## src/rtl/serial_rx_pkg.sv

```systemverilog
package serial_rx_pkg;

    typedef enum logic [2:0] {
        PM_OFF  = 3'd0,
        PM_EVEN = 3'd1,
        PM_ODD  = 3'd2,
        PM_HIGH = 3'd3,
        PM_LOW  = 3'd4
    } par_mode_e;

    typedef enum logic [2:0] {
        ST_IDLE,
        ST_START,
        ST_DATA,
        ST_PAR,
        ST_STOP,
        ST_HOLD
    } rx_state_e;

    localparam int ERR_W   = 4;
    localparam int ERR_FRM = 0;
    localparam int ERR_PAR = 1;
    localparam int ERR_BRK = 2;
    localparam int ERR_OVR = 3;

endpackage

```

## src/rtl/rx_line_sync.sv

```systemverilog
module rx_line_sync #(
    parameter int STAGES = 2
) (
    input  logic clk,
    input  logic rst_n,
    input  logic line_in,
    output logic line_out
);
    logic [STAGES-1:0] sr_d, sr_q;

    generate
        if (STAGES == 1) begin : g_single
            always_comb sr_d = line_in;
        end else begin : g_chain
            always_comb sr_d = {sr_q[STAGES-2:0], line_in};
        end
    endgenerate

    always_ff @(posedge clk or negedge rst_n) begin
        if (!rst_n) sr_q <= '1;
        else        sr_q <= sr_d;
    end

    assign line_out = sr_q[STAGES-1];
endmodule

```

## src/rtl/rx_parity_ref.sv

```systemverilog
module rx_parity_ref
    import serial_rx_pkg::*;
(
    input  logic [2:0] mode,
    input  logic       data_xor,
    output logic       enabled,
    output logic       exp_bit
);
    always_comb begin
        enabled = 1'b1;
        exp_bit = 1'b0;
        case (par_mode_e'(mode))
            PM_EVEN: exp_bit = data_xor;
            PM_ODD:  exp_bit = ~data_xor;
            PM_HIGH: exp_bit = 1'b1;
            PM_LOW:  exp_bit = 1'b0;
            default: enabled = 1'b0;
        endcase
    end
endmodule

```

## src/rtl/rx_deframe_core.sv

```systemverilog
module rx_deframe_core
    import serial_rx_pkg::*;
#(
    parameter int DATA_W   = 8,
    parameter int MIN_BITS = 5,
    parameter int OVS      = 16
) (
    input  logic              clk,
    input  logic              rst_n,
    input  logic              tick,
    input  logic              rx,
    input  logic [1:0]        len_code,
    input  logic [2:0]        par_mode,
    input  logic              fifo_full,
    output logic              push,
    output logic [DATA_W-1:0] push_data,
    output logic [ERR_W-1:0]  push_err,
    output logic              ovr_evt
);
    localparam int IDX_W = $clog2(DATA_W);
    localparam int CNT_W = $clog2(OVS);
    localparam logic [CNT_W-1:0] MID_CNT = CNT_W'(OVS / 2 - 1);
    localparam logic [CNT_W-1:0] END_CNT = CNT_W'(OVS - 1);

    typedef struct packed {
        rx_state_e         st;
        logic [CNT_W-1:0]  cnt;
        logic [IDX_W-1:0]  idx;
        logic [DATA_W-1:0] data;
        logic              par_acc;
        logic              par_bad;
        logic              all_low;
        logic              ovr_pend;
        logic              push;
        logic [DATA_W-1:0] pdata;
        logic [ERR_W-1:0]  perr;
        logic              ovr_evt;
    } core_t;

    core_t q, d;

    logic             par_en, par_exp;
    logic [IDX_W-1:0] last_idx;
    logic             is_brk;

    rx_parity_ref u_par (
        .mode     (par_mode),
        .data_xor (q.par_acc),
        .enabled  (par_en),
        .exp_bit  (par_exp)
    );

    assign last_idx = IDX_W'(MIN_BITS - 1) + IDX_W'(len_code);
    assign is_brk   = q.all_low & ~rx;

    always_comb begin
        d         = q;
        d.push    = 1'b0;
        d.ovr_evt = 1'b0;
        if (tick) begin
            case (q.st)
                ST_IDLE: begin
                    if (!rx) begin
                        d.st  = ST_START;
                        d.cnt = '0;
                    end
                end
                ST_START: begin
                    if (q.cnt == MID_CNT) begin
                        d.cnt = '0;
                        if (rx) begin
                            d.st = ST_IDLE;
                        end else begin
                            d.st      = ST_DATA;
                            d.idx     = '0;
                            d.data    = '0;
                            d.par_acc = 1'b0;
                            d.par_bad = 1'b0;
                            d.all_low = 1'b1;
                        end
                    end else begin
                        d.cnt = q.cnt + 1'b1;
                    end
                end
                ST_DATA: begin
                    if (q.cnt == END_CNT) begin
                        d.cnt         = '0;
                        d.data[q.idx] = rx;
                        d.par_acc     = q.par_acc ^ rx;
                        d.all_low     = q.all_low & ~rx;
                        if (q.idx == last_idx) d.st = par_en ? ST_PAR : ST_STOP;
                        else                   d.idx = q.idx + 1'b1;
                    end else begin
                        d.cnt = q.cnt + 1'b1;
                    end
                end
                ST_PAR: begin
                    if (q.cnt == END_CNT) begin
                        d.cnt     = '0;
                        d.par_bad = (rx != par_exp);
                        d.all_low = q.all_low & ~rx;
                        d.st      = ST_STOP;
                    end else begin
                        d.cnt = q.cnt + 1'b1;
                    end
                end
                ST_STOP: begin
                    if (q.cnt == END_CNT) begin
                        d.cnt = '0;
                        d.st  = rx ? ST_IDLE : ST_HOLD;
                        if (fifo_full) begin
                            d.ovr_evt  = 1'b1;
                            d.ovr_pend = 1'b1;
                        end else begin
                            d.push              = 1'b1;
                            d.pdata             = is_brk ? '0 : q.data;
                            d.perr              = '0;
                            d.perr[ERR_FRM]     = ~rx;
                            d.perr[ERR_PAR]     = q.par_bad & ~is_brk;
                            d.perr[ERR_BRK]     = is_brk;
                            d.perr[ERR_OVR]     = q.ovr_pend;
                            d.ovr_pend          = 1'b0;
                        end
                    end else begin
                        d.cnt = q.cnt + 1'b1;
                    end
                end
                ST_HOLD: begin
                    if (rx) d.st = ST_IDLE;
                end
                default: d.st = ST_IDLE;
            endcase
        end
    end

    always_ff @(posedge clk or negedge rst_n) begin
        if (!rst_n) begin
            q    <= '0;
            q.st <= ST_IDLE;
        end else begin
            q <= d;
        end
    end

    assign push      = q.push;
    assign push_data = q.pdata;
    assign push_err  = q.perr;
    assign ovr_evt   = q.ovr_evt;

    assert_push_not_full_R7: assert property (@(posedge clk) disable iff (!rst_n)
        push |-> !$past(fifo_full));

    assert_break_zero_R6: assert property (@(posedge clk) disable iff (!rst_n)
        (push && push_err[ERR_BRK]) |-> (push_data == '0 && push_err[ERR_FRM] && !push_err[ERR_PAR]));

    assert_push_pulse_R11: assert property (@(posedge clk) disable iff (!rst_n)
        push |=> !push);

    assert_no_push_untick_R11: assert property (@(posedge clk) disable iff (!rst_n)
        $rose(push) |-> $past(tick));

endmodule

```

## src/rtl/rx_err_sticky.sv

```systemverilog
module rx_err_sticky
    import serial_rx_pkg::*;
(
    input  logic             clk,
    input  logic             rst_n,
    input  logic [ERR_W-1:0] set_vec,
    input  logic             clr,
    output logic [ERR_W-1:0] status
);
    logic [ERR_W-1:0] status_d, status_q;

    always_comb status_d = (clr ? '0 : status_q) | set_vec;

    always_ff @(posedge clk or negedge rst_n) begin
        if (!rst_n) status_q <= '0;
        else        status_q <= status_d;
    end

    assign status = status_q;

    assert_clear_empties_R9: assert property (@(posedge clk) disable iff (!rst_n)
        (clr && set_vec == '0) |=> (status == '0));

    assert_sticky_bits_R8: assert property (@(posedge clk) disable iff (!rst_n)
        !clr |=> ((status & $past(status)) == $past(status)));

    assert_set_wins_R9: assert property (@(posedge clk) disable iff (!rst_n)
        (set_vec != '0) |=> ((status & $past(set_vec)) == $past(set_vec)));

endmodule

```

## src/rtl/serial_rx_deframer.sv

```systemverilog
module serial_rx_deframer
    import serial_rx_pkg::*;
#(
    parameter int DATA_W      = 8,
    parameter int SYNC_STAGES = 2,
    parameter int OVS         = 16
) (
    input  logic              clk,
    input  logic              rst_n,
    input  logic              smp_tick,
    input  logic              rx_in,
    input  logic [1:0]        word_len,
    input  logic [2:0]        par_mode,
    input  logic              fifo_full,
    input  logic              err_clr,
    input  logic              dma_en,
    input  logic              dma_halt_on_err,
    input  logic              rx_avail,
    output logic              push_valid,
    output logic [DATA_W-1:0] push_data,
    output logic [3:0]        push_err,
    output logic [3:0]        err_status,
    output logic              dma_req
);
    logic             rx_s;
    logic             ovr_evt;
    logic [ERR_W-1:0] set_vec;

    rx_line_sync #(.STAGES(SYNC_STAGES)) u_sync (
        .clk      (clk),
        .rst_n    (rst_n),
        .line_in  (rx_in),
        .line_out (rx_s)
    );

    rx_deframe_core #(.DATA_W(DATA_W), .MIN_BITS(5), .OVS(OVS)) u_core (
        .clk       (clk),
        .rst_n     (rst_n),
        .tick      (smp_tick),
        .rx        (rx_s),
        .len_code  (word_len),
        .par_mode  (par_mode),
        .fifo_full (fifo_full),
        .push      (push_valid),
        .push_data (push_data),
        .push_err  (push_err),
        .ovr_evt   (ovr_evt)
    );

    always_comb begin
        set_vec = push_valid ? push_err : '0;
        if (ovr_evt) set_vec[ERR_OVR] = 1'b1;
    end

    rx_err_sticky u_status (
        .clk     (clk),
        .rst_n   (rst_n),
        .set_vec (set_vec),
        .clr     (err_clr),
        .status  (err_status)
    );

    assign dma_req = dma_en & rx_avail & ~(dma_halt_on_err & (|err_status));

    assert_dma_halt_R10: assert property (@(posedge clk) disable iff (!rst_n)
        (dma_halt_on_err && err_status != '0) |-> !dma_req);

endmodule

```

## config.mk

```make
export PLATFORM = sky130hd
export DESIGN_NAME = serial_rx_deframer
export DESIGN_NICKNAME = d
export VERILOG_FILES = /design/src/rtl/serial_rx_pkg.sv /design/src/rtl/rx_line_sync.sv /design/src/rtl/rx_parity_ref.sv /design/src/rtl/rx_deframe_core.sv /design/src/rtl/rx_err_sticky.sv /design/src/rtl/serial_rx_deframer.sv
export SDC_FILE = /design/constraint.sdc
export NUM_CORES = 1
export LEC_CHECK = 0
export ABC_AREA = 1
export BUFFER_PORTS_ARGS = -buffer_cell sky130_fd_sc_hd__buf_2
export CORE_MARGIN = 3
export CORE_UTILIZATION = 55
export CTS_CLUSTER_SIZE = 10
export DETAILED_ROUTE_END_ITERATION = 12
export GPL_TIMING_DRIVEN = 0
export PLACE_DENSITY = 0.77
export RECOVER_POWER = 100
export SKIP_CTS_REPAIR_TIMING = 1
export SLEW_MARGIN = 20
export SYNTH_ARGS = -nofsm -noshare
export SYNTH_HDL_FRONTEND = slang
export SYNTH_SLANG_ARGS = --single-unit
```

## constraint.sdc

```tcl
create_clock -name clk -period 1.75 [get_ports clk]
set_input_delay 0 -clock clk [delete_from_list [all_inputs] [get_ports clk]]
set_output_delay 0 -clock clk [all_outputs]
set_load 0.01 [all_outputs]
```

### After elaboration in Yosys (flattened, before gate mapping)

Index checks and enable logic that the tools add are counted.

| storage, ports and cells | value |
|---|---|
| register bits | 42 |
| word-level logic and storage cells | 107 |
| output and inout port bits | 18 |
| bits of input ports | 14 |

| operators by class | value |
|---|---|
| magnitude comparators | 2 |
| bitwise logic cells | 12 |
| reduce and logical (&&, ||, !) cells | 17 |
| add/sub/neg operators | 3 |
| equal/unequal tests | 22 |
| mux-type cells | 37 |

Operators by type and width:

| operator | count |
|---|---|
| 14-bit 2-to-1 mux | 5 |
| 3-bit 2-to-1 mux | 9 |
| 12-bit one-hot mux with 2 select lines | 1 |
| 3-bit one-hot mux with 6 select lines | 1 |
| 4-bit 2-to-1 mux | 4 |
| 13-bit 2-to-1 mux | 1 |
| 3-bit by 2-bit equality test with 1-bit output, second input constant | 4 |
| 12-bit 2-to-1 mux | 1 |
| 4-bit one-hot mux with 3 select lines | 1 |
| 6-bit AND reduction | 2 |
| 2-bit by 1-bit inequality test with 1-bit output, second input constant | 5 |
| 5-bit AND reduction | 2 |
| 3-bit equality test, second input constant | 3 |
| 8-bit bitwise mux | 1 |
| 8-bit 2-to-1 mux | 1 |
| 2-bit inequality test, second input constant | 4 |
| 8-bit AND reduction | 1 |
| 4-bit OR reduction | 2 |
| 7-bit 2-to-1 mux | 1 |
| 3-bit by 1-bit equality test with 1-bit output, second input constant | 2 |
| 1-bit one-hot mux with 3 select lines | 2 |
| 3-bit AND reduction | 2 |
| 3-bit nonzero test | 2 |
| 1-bit AND | 5 |
| 21 further kinds | 31 |

### Longest topological paths before layout

| depth | value |
|---|---|
| depth in word-level cells | 8 |
| depth in mapped cells | 11 |
| mapped depth without buffers | 10 |

### By module

Synthesis repeated with hierarchy kept, for this count alone.

| second synthesis, totals | value |
|---|---|
| cells, all modules | 321 |
| area total of the unflattened synthesis | 2387.3 um^2 |

By module, submodules not included:

| module | times used | area each (um^2) | cells an instance | sequential area each (um^2) |
|---|---|---|---|---|
| rx_deframe_core | 1 | 2090.8 | 280 | 900.9 |
| rx_err_sticky | 1 | 148.9 | 17 | 100.1 |
| serial_rx_deframer | 1 | 53.8 | 12 | 0.0 |
| rx_line_sync | 1 | 52.6 | 2 | 52.6 |
| rx_parity_ref | 1 | 41.3 | 10 | 0.0 |

### Worst setup path after synthesis

No wires, ideal clock.

| timing | value |
|---|---|
| path kind | register -> register |
| start point | register u_core.q[29] (netlist name) |
| end point | register u_core.q[33] (netlist name) |
| cell stages (with the launch flop) | 11 |
| library setup time | 0.117 ns |
| setup slack | 0.338 ns |
| required time | 1.633 ns |
| path buffers | 0 |
| data arrival time | 1.295 ns |
| period minus slack after synthesis | 1.412 ns |
| cell sequence | dfrtp_1 ha_1 nand2_1 inv_1 nand2_1 nand2_1 nand2_1 nor2_1 nand3_1 nand2_1 nand2_1 |

| on the way | value |
|---|---|
| word-level cells in the longest chain between the ends | 3 |
| elaborated cells between the ends (all ways) | 7 |
| classes of those cells | 6 x eq/ne; 1 x reduce/logical |

Ends and longest elaborated chain:

| item | line | RTL |
|---|---|---|
| from (decl) | rx_deframe_core.sv:40 | `core_t q, d;` |
| 4-bit equality test / 4-bit by 3-bit equality test with 1-bit output (equally long branches) | -- |  |
| 2-bit by 1-bit inequality test with 1-bit output (no source line) | -- |  |
| 8-bit AND reduction (no source line) (*) | -- |  |

Every way passes the cells marked *; elsewhere a longest branch is shown, timed or not.
A chain may end at the register's enable or synchronous reset.

### Worst setup path after layout

| timing | value |
|---|---|
| start point | register u_sync.sr_q[1] |
| end point | register u_core.q[16] (netlist name) |

| on the way | value |
|---|---|
| word-level cells in the longest chain between the ends | 3 |
| elaborated cells between the ends (all ways) | 5 |
| classes of those cells | 2 x eq/ne; 2 x mux; 1 x reduce/logical |

Ends and longest elaborated chain:

| item | line | RTL |
|---|---|---|
| from (decl) | rx_line_sync.sv:9 | `logic [STAGES-1:0] sr_d, sr_q;` |
| from (signal assigned) | rx_line_sync.sv:21 | `else sr_q <= sr_d;` |
| 1-bit inequality test | rx_deframe_core.sv:100 | `d.par_bad = (rx != par_exp);` |
| 2-bit 2-to-1 mux | rx_deframe_core.sv:98 | `if (q.cnt == END_CNT) begin` |
| 1-bit one-hot mux with 2 select lines | rx_deframe_core.sv:61 | `case (q.st)` |

Several ways; a longest one is shown, not always the timed one. The select of a mux whose other input is x is not followed.

==> results.txt <==
----------------------------------------------------
[Die]
  Core area ... 0.004058 mm^2
  Initial Utilization ... 57.79%
  I/O Pins ... 32
  Die width ... between 70 and 80 um
  Die Y-Extent ... slightly above 70 um
  Num rows ... 23
  Die Footprint ... between 0.005 and 0.006 mm^2

[Place]
  Final Wtd Congestion ... around 0.88
  Total placed cells including tap cells ... 400
  Worst setup slack after placement ... just over 0.08 ns
  Half-perimeter wire length after detailed placement ... around 3.3 mm
  Buffers on Ports ... 31

[Global routing]
  GR peak layer ... met2
  First-pass GRT wire length ... approximately 7.8 mm
  Total overflow reported by the global router ... 0
  Maximum number of pins on one net before global-route repair ... 43
  Met3 layer usage reported by global route ... around 3.2%
  Via count of the first global-routing pass ... ~1800
  Total global routing track utilization ... approximately 19%
  Antenna violations before repair ... 0
  Global-route met2 utilization ... between 30% and 40%
  Grt met1 use ... 25.21%

[CTS]
  Clock latency reported for the late side of the worst-skew pair ... between 0.2 and 0.3 ns
  H-tree levels ... 2
  Clock sinks ... 42
  Cell at the root of the clock tree ... clkbuf_8
  CTS tree ... yes
  Worst-path clk slew ... approximately 0.09 ns
  TritonCTS Buffers ... 5
  Max clock buf depth ... 2

[Routing]
  Wirelength, routed ... between 4 and 5 mm
  Post-detailed-route via-to-cell ratio ... a little over 5
  Detailed-route via count ... 2110
  First-pass iteration count of the detailed router ... 4
  Drt drc ... 0
  Residual antenna-violating net count after detailed routing ... 0
  Detailed router's first-iteration violation count ... between 150 and 200
  Average wire length per cell after detail routing ... approximately 11 um

[Layout]
  Storage element area ... about 0.0011 mm^2
  Area growth from synthesis to final layout ... 16.49%
  Share of cells above drive strength 1 ... 15.47%
  Combined area of the multi-input logic cells ... between 0.001 and 0.0015 mm^2
  Layout filler cell count ... about 360
  Number of standard cells in the final layout excluding fillers ... slightly above 400
  Diodes inserted ... 0
  Net count, final ... roughly 380

[Yosys]
  Synthesized netlist net count ... around 340
  EDFF count, synth ... 0
  Portion of the post-synthesis area used by sequential elements ... ~45%
  Synth Cell Area ... around 0.0023 mm^2
  Most common cell in the synthesized netlist ... nand2_1
  Yosys cell types ... 26
  Most used flip-flop cell after synthesis ... dfrtp_1
  Proportion of synthesized flip-flops having asynchronous set or reset ... 100.0%
  Number of synthesis warnings ... 0
  Share of Yosys cell area claimed by the top area cell type ... between 40 and 50%
  Post-synth top area cell ... dfrtp_1
  Synth Instances ... approximately 320
  Largest cells by area after synthesis ... dfrtp_1, nand2_1, nand3_1
  Total of flip-flops plus latches after synthesis ... 42
  Mean area per synthesized cell ... approximately 7.4 um^2
  Leading post-synthesis cells by instance count ... nand2_1, dfrtp_1, nand3_1

[Setup path]
  Data arrival at the endpoint of the critical path ... 1.84 ns
  Endpoint required time on the critical path ... around 1.9 ns
  Largest fanout on the critical path ... 10
  FF-to-FF Start ... u_sync.sr_q[1]
  Classification of the worst setup path ... flip-flop to flip-flop
  Endpoint type of the worst setup path ... flip-flop
  Worst Setup Start Kind ... flip-flop
  Number of cells traversed by the worst register-to-register path ... 7
  Crit Reg-Reg Endpoint ... u_core.q[16]
  Flop-to-flop setup slack ... around 0.10 ns

[Timing]
  Final Hold Viols ... 1
  # setup viols final ... 0
  Post-route setup slack ... between 0.1 and 0.15 ns
  Fin. max-slew vios ... 0
  Post-layout minimum cycle time ... 1.647 ns
  Max_slew headroom ... approximately 33%
  RSZ-0062 raised after global routing ... true
  Final-layout worst hold slack ... -0.008558 ns
  Maximum clock frequency ... ~610 MHz
  Largest clock skew in the final design ... roughly 0.0074 ns
  Ratio of final minimum period to clock period ... a little over nine tenths
  Transition time at the pin with the least slew margin ... about 1.0 ns

[Run]
  Max-capacitance violation count ... 0

[Min path]
  Worst hold path endpoint ... u_core.ovr_evt
  Hold path cells ... 3
  Classification of the worst-slack hold path ... primary input to flip-flop
  Worst Min Path Start ... fifo_full

[Power]
  Worst IR Drop VDD ... between 700 and 800 uV
  Static leakage power ... between 1 and 1.5 nW
  Ratio of total power to cell area ... 1150 mW/mm^2

[Status]
  Failing checks ... hold timing
  Outcome ... finished, violations left

----------------------------------------------------
-- logic make-up after synthesis --
group	share of synthesized area, %
compound gates	5.710
simple gates	35.81
buf+inv	11.37
flops	44.93
fa+ha+maj	1.067
xor+xnor	1.121
-- power by group --
| part | total (mW) | internal, mW | switching, mW |
|---|---|---|---|
| sequential | 1.23 | 1.08 | 0.148 |
| combinational | 0.993 | 0.331 | 0.662 |
| clock | 0.916 | 0.572 | 0.344 |
| total | 3.14 | 1.99 | 1.15 |
-- per-layer routing --
layer | share of wire (%) | vias up
met5 | 0 | -
met4 | 1.3 | 0
met3 | 5.6 | 9
met2 | 47 | 64
met1 | 46 | 953
li1 | - | 1084
-- layout make-up --
class                   instances  share of cell area [%]
plain buffers                  22                   5.634
inverters                      30                   4.123
repair buffers                 34                   5.955
well taps                      50                   2.290
clock buffers                   5                   2.519
clock inverters                 3                   2.519
multi-input cells             226                   38.39
flip-flops and latches         42                   38.57
-- sequential cells by signal (all words and copies together) (netlist names) --
name and flops:
u_status.status 4, u_core.q 22, u_core.push_data 8, u_core.push 1
u_sync.sr_q 2, u_core.ovr_evt 1, u_core.push_err 4
-- cells in the final DEF (no fill, tap or decap), types with 2 or more instances in the layout --
cell type and n:
a22o_1 2, nand4_1 2, buf_6 3, nor2_1 25, nor2_4 2, nand2_1 120
buf_4 12, a21oi_1 4, a21oi_4 2, buf_2 15, ha_1 2, dfrtp_1 40
clkbuf_1 22, bufinv_16 2, dlygate4sd3_1 3, xnor2_1 2, o21ai_0 15, nor3_1 6
nor2_2 4, nand3_1 35, inv_1 26, clkbuf_8 5, inv_2 4, dfstp_2 2
-- worst max-delay path by stage --
stage / from / endpoint / slack, ns / cells past startpoint
6_report: u_sync.sr_q[1] / u_core.q[16] / 0.10 / 7
4_1_cts: u_core.q[29] / u_core.q[34] / 0.06 / 10
5_1_grt: u_sync.sr_q[1] / u_core.q[16] / -0.02 / 7
3_3_place_gp: u_core.q[29] / u_core.q[33] / 0.15 / 10
3_5_place_dp: u_core.q[29] / u_core.q[34] / 0.08 / 8
2_1_floorplan: u_core.q[29] / u_core.q[33] / 0.34 / 10
-- critical path, cell delays in order (launching register included) --
cell and delay [ns]:
dfstp_2 0.52, buf_2 0.20, inv_1 0.16, clkbuf_1 0.27
o21ai_0 0.25, nor2_1 0.06, nand2_1 0.06, nand2_1 0.04
-- stage by stage --
step | power [mW] | setup TNS [ns] | cell area [um^2] | util (%)
2_1_floorplan | 1.959 | 0 | 2345 | -
3_3_place_gp | 2.152 | 0 | 2562 | 63.15
3_5_place_dp | 2.193 | 0 | 2562 | 63.15
4_1_cts | 3.113 | 0 | 2700 | 66.54
5_1_grt | 3.352 | -0.01679 | 2731 | 67.31
6_report | 3.141 | 0 | 2731 | 67.31
(Power assumes the default switching activity.)
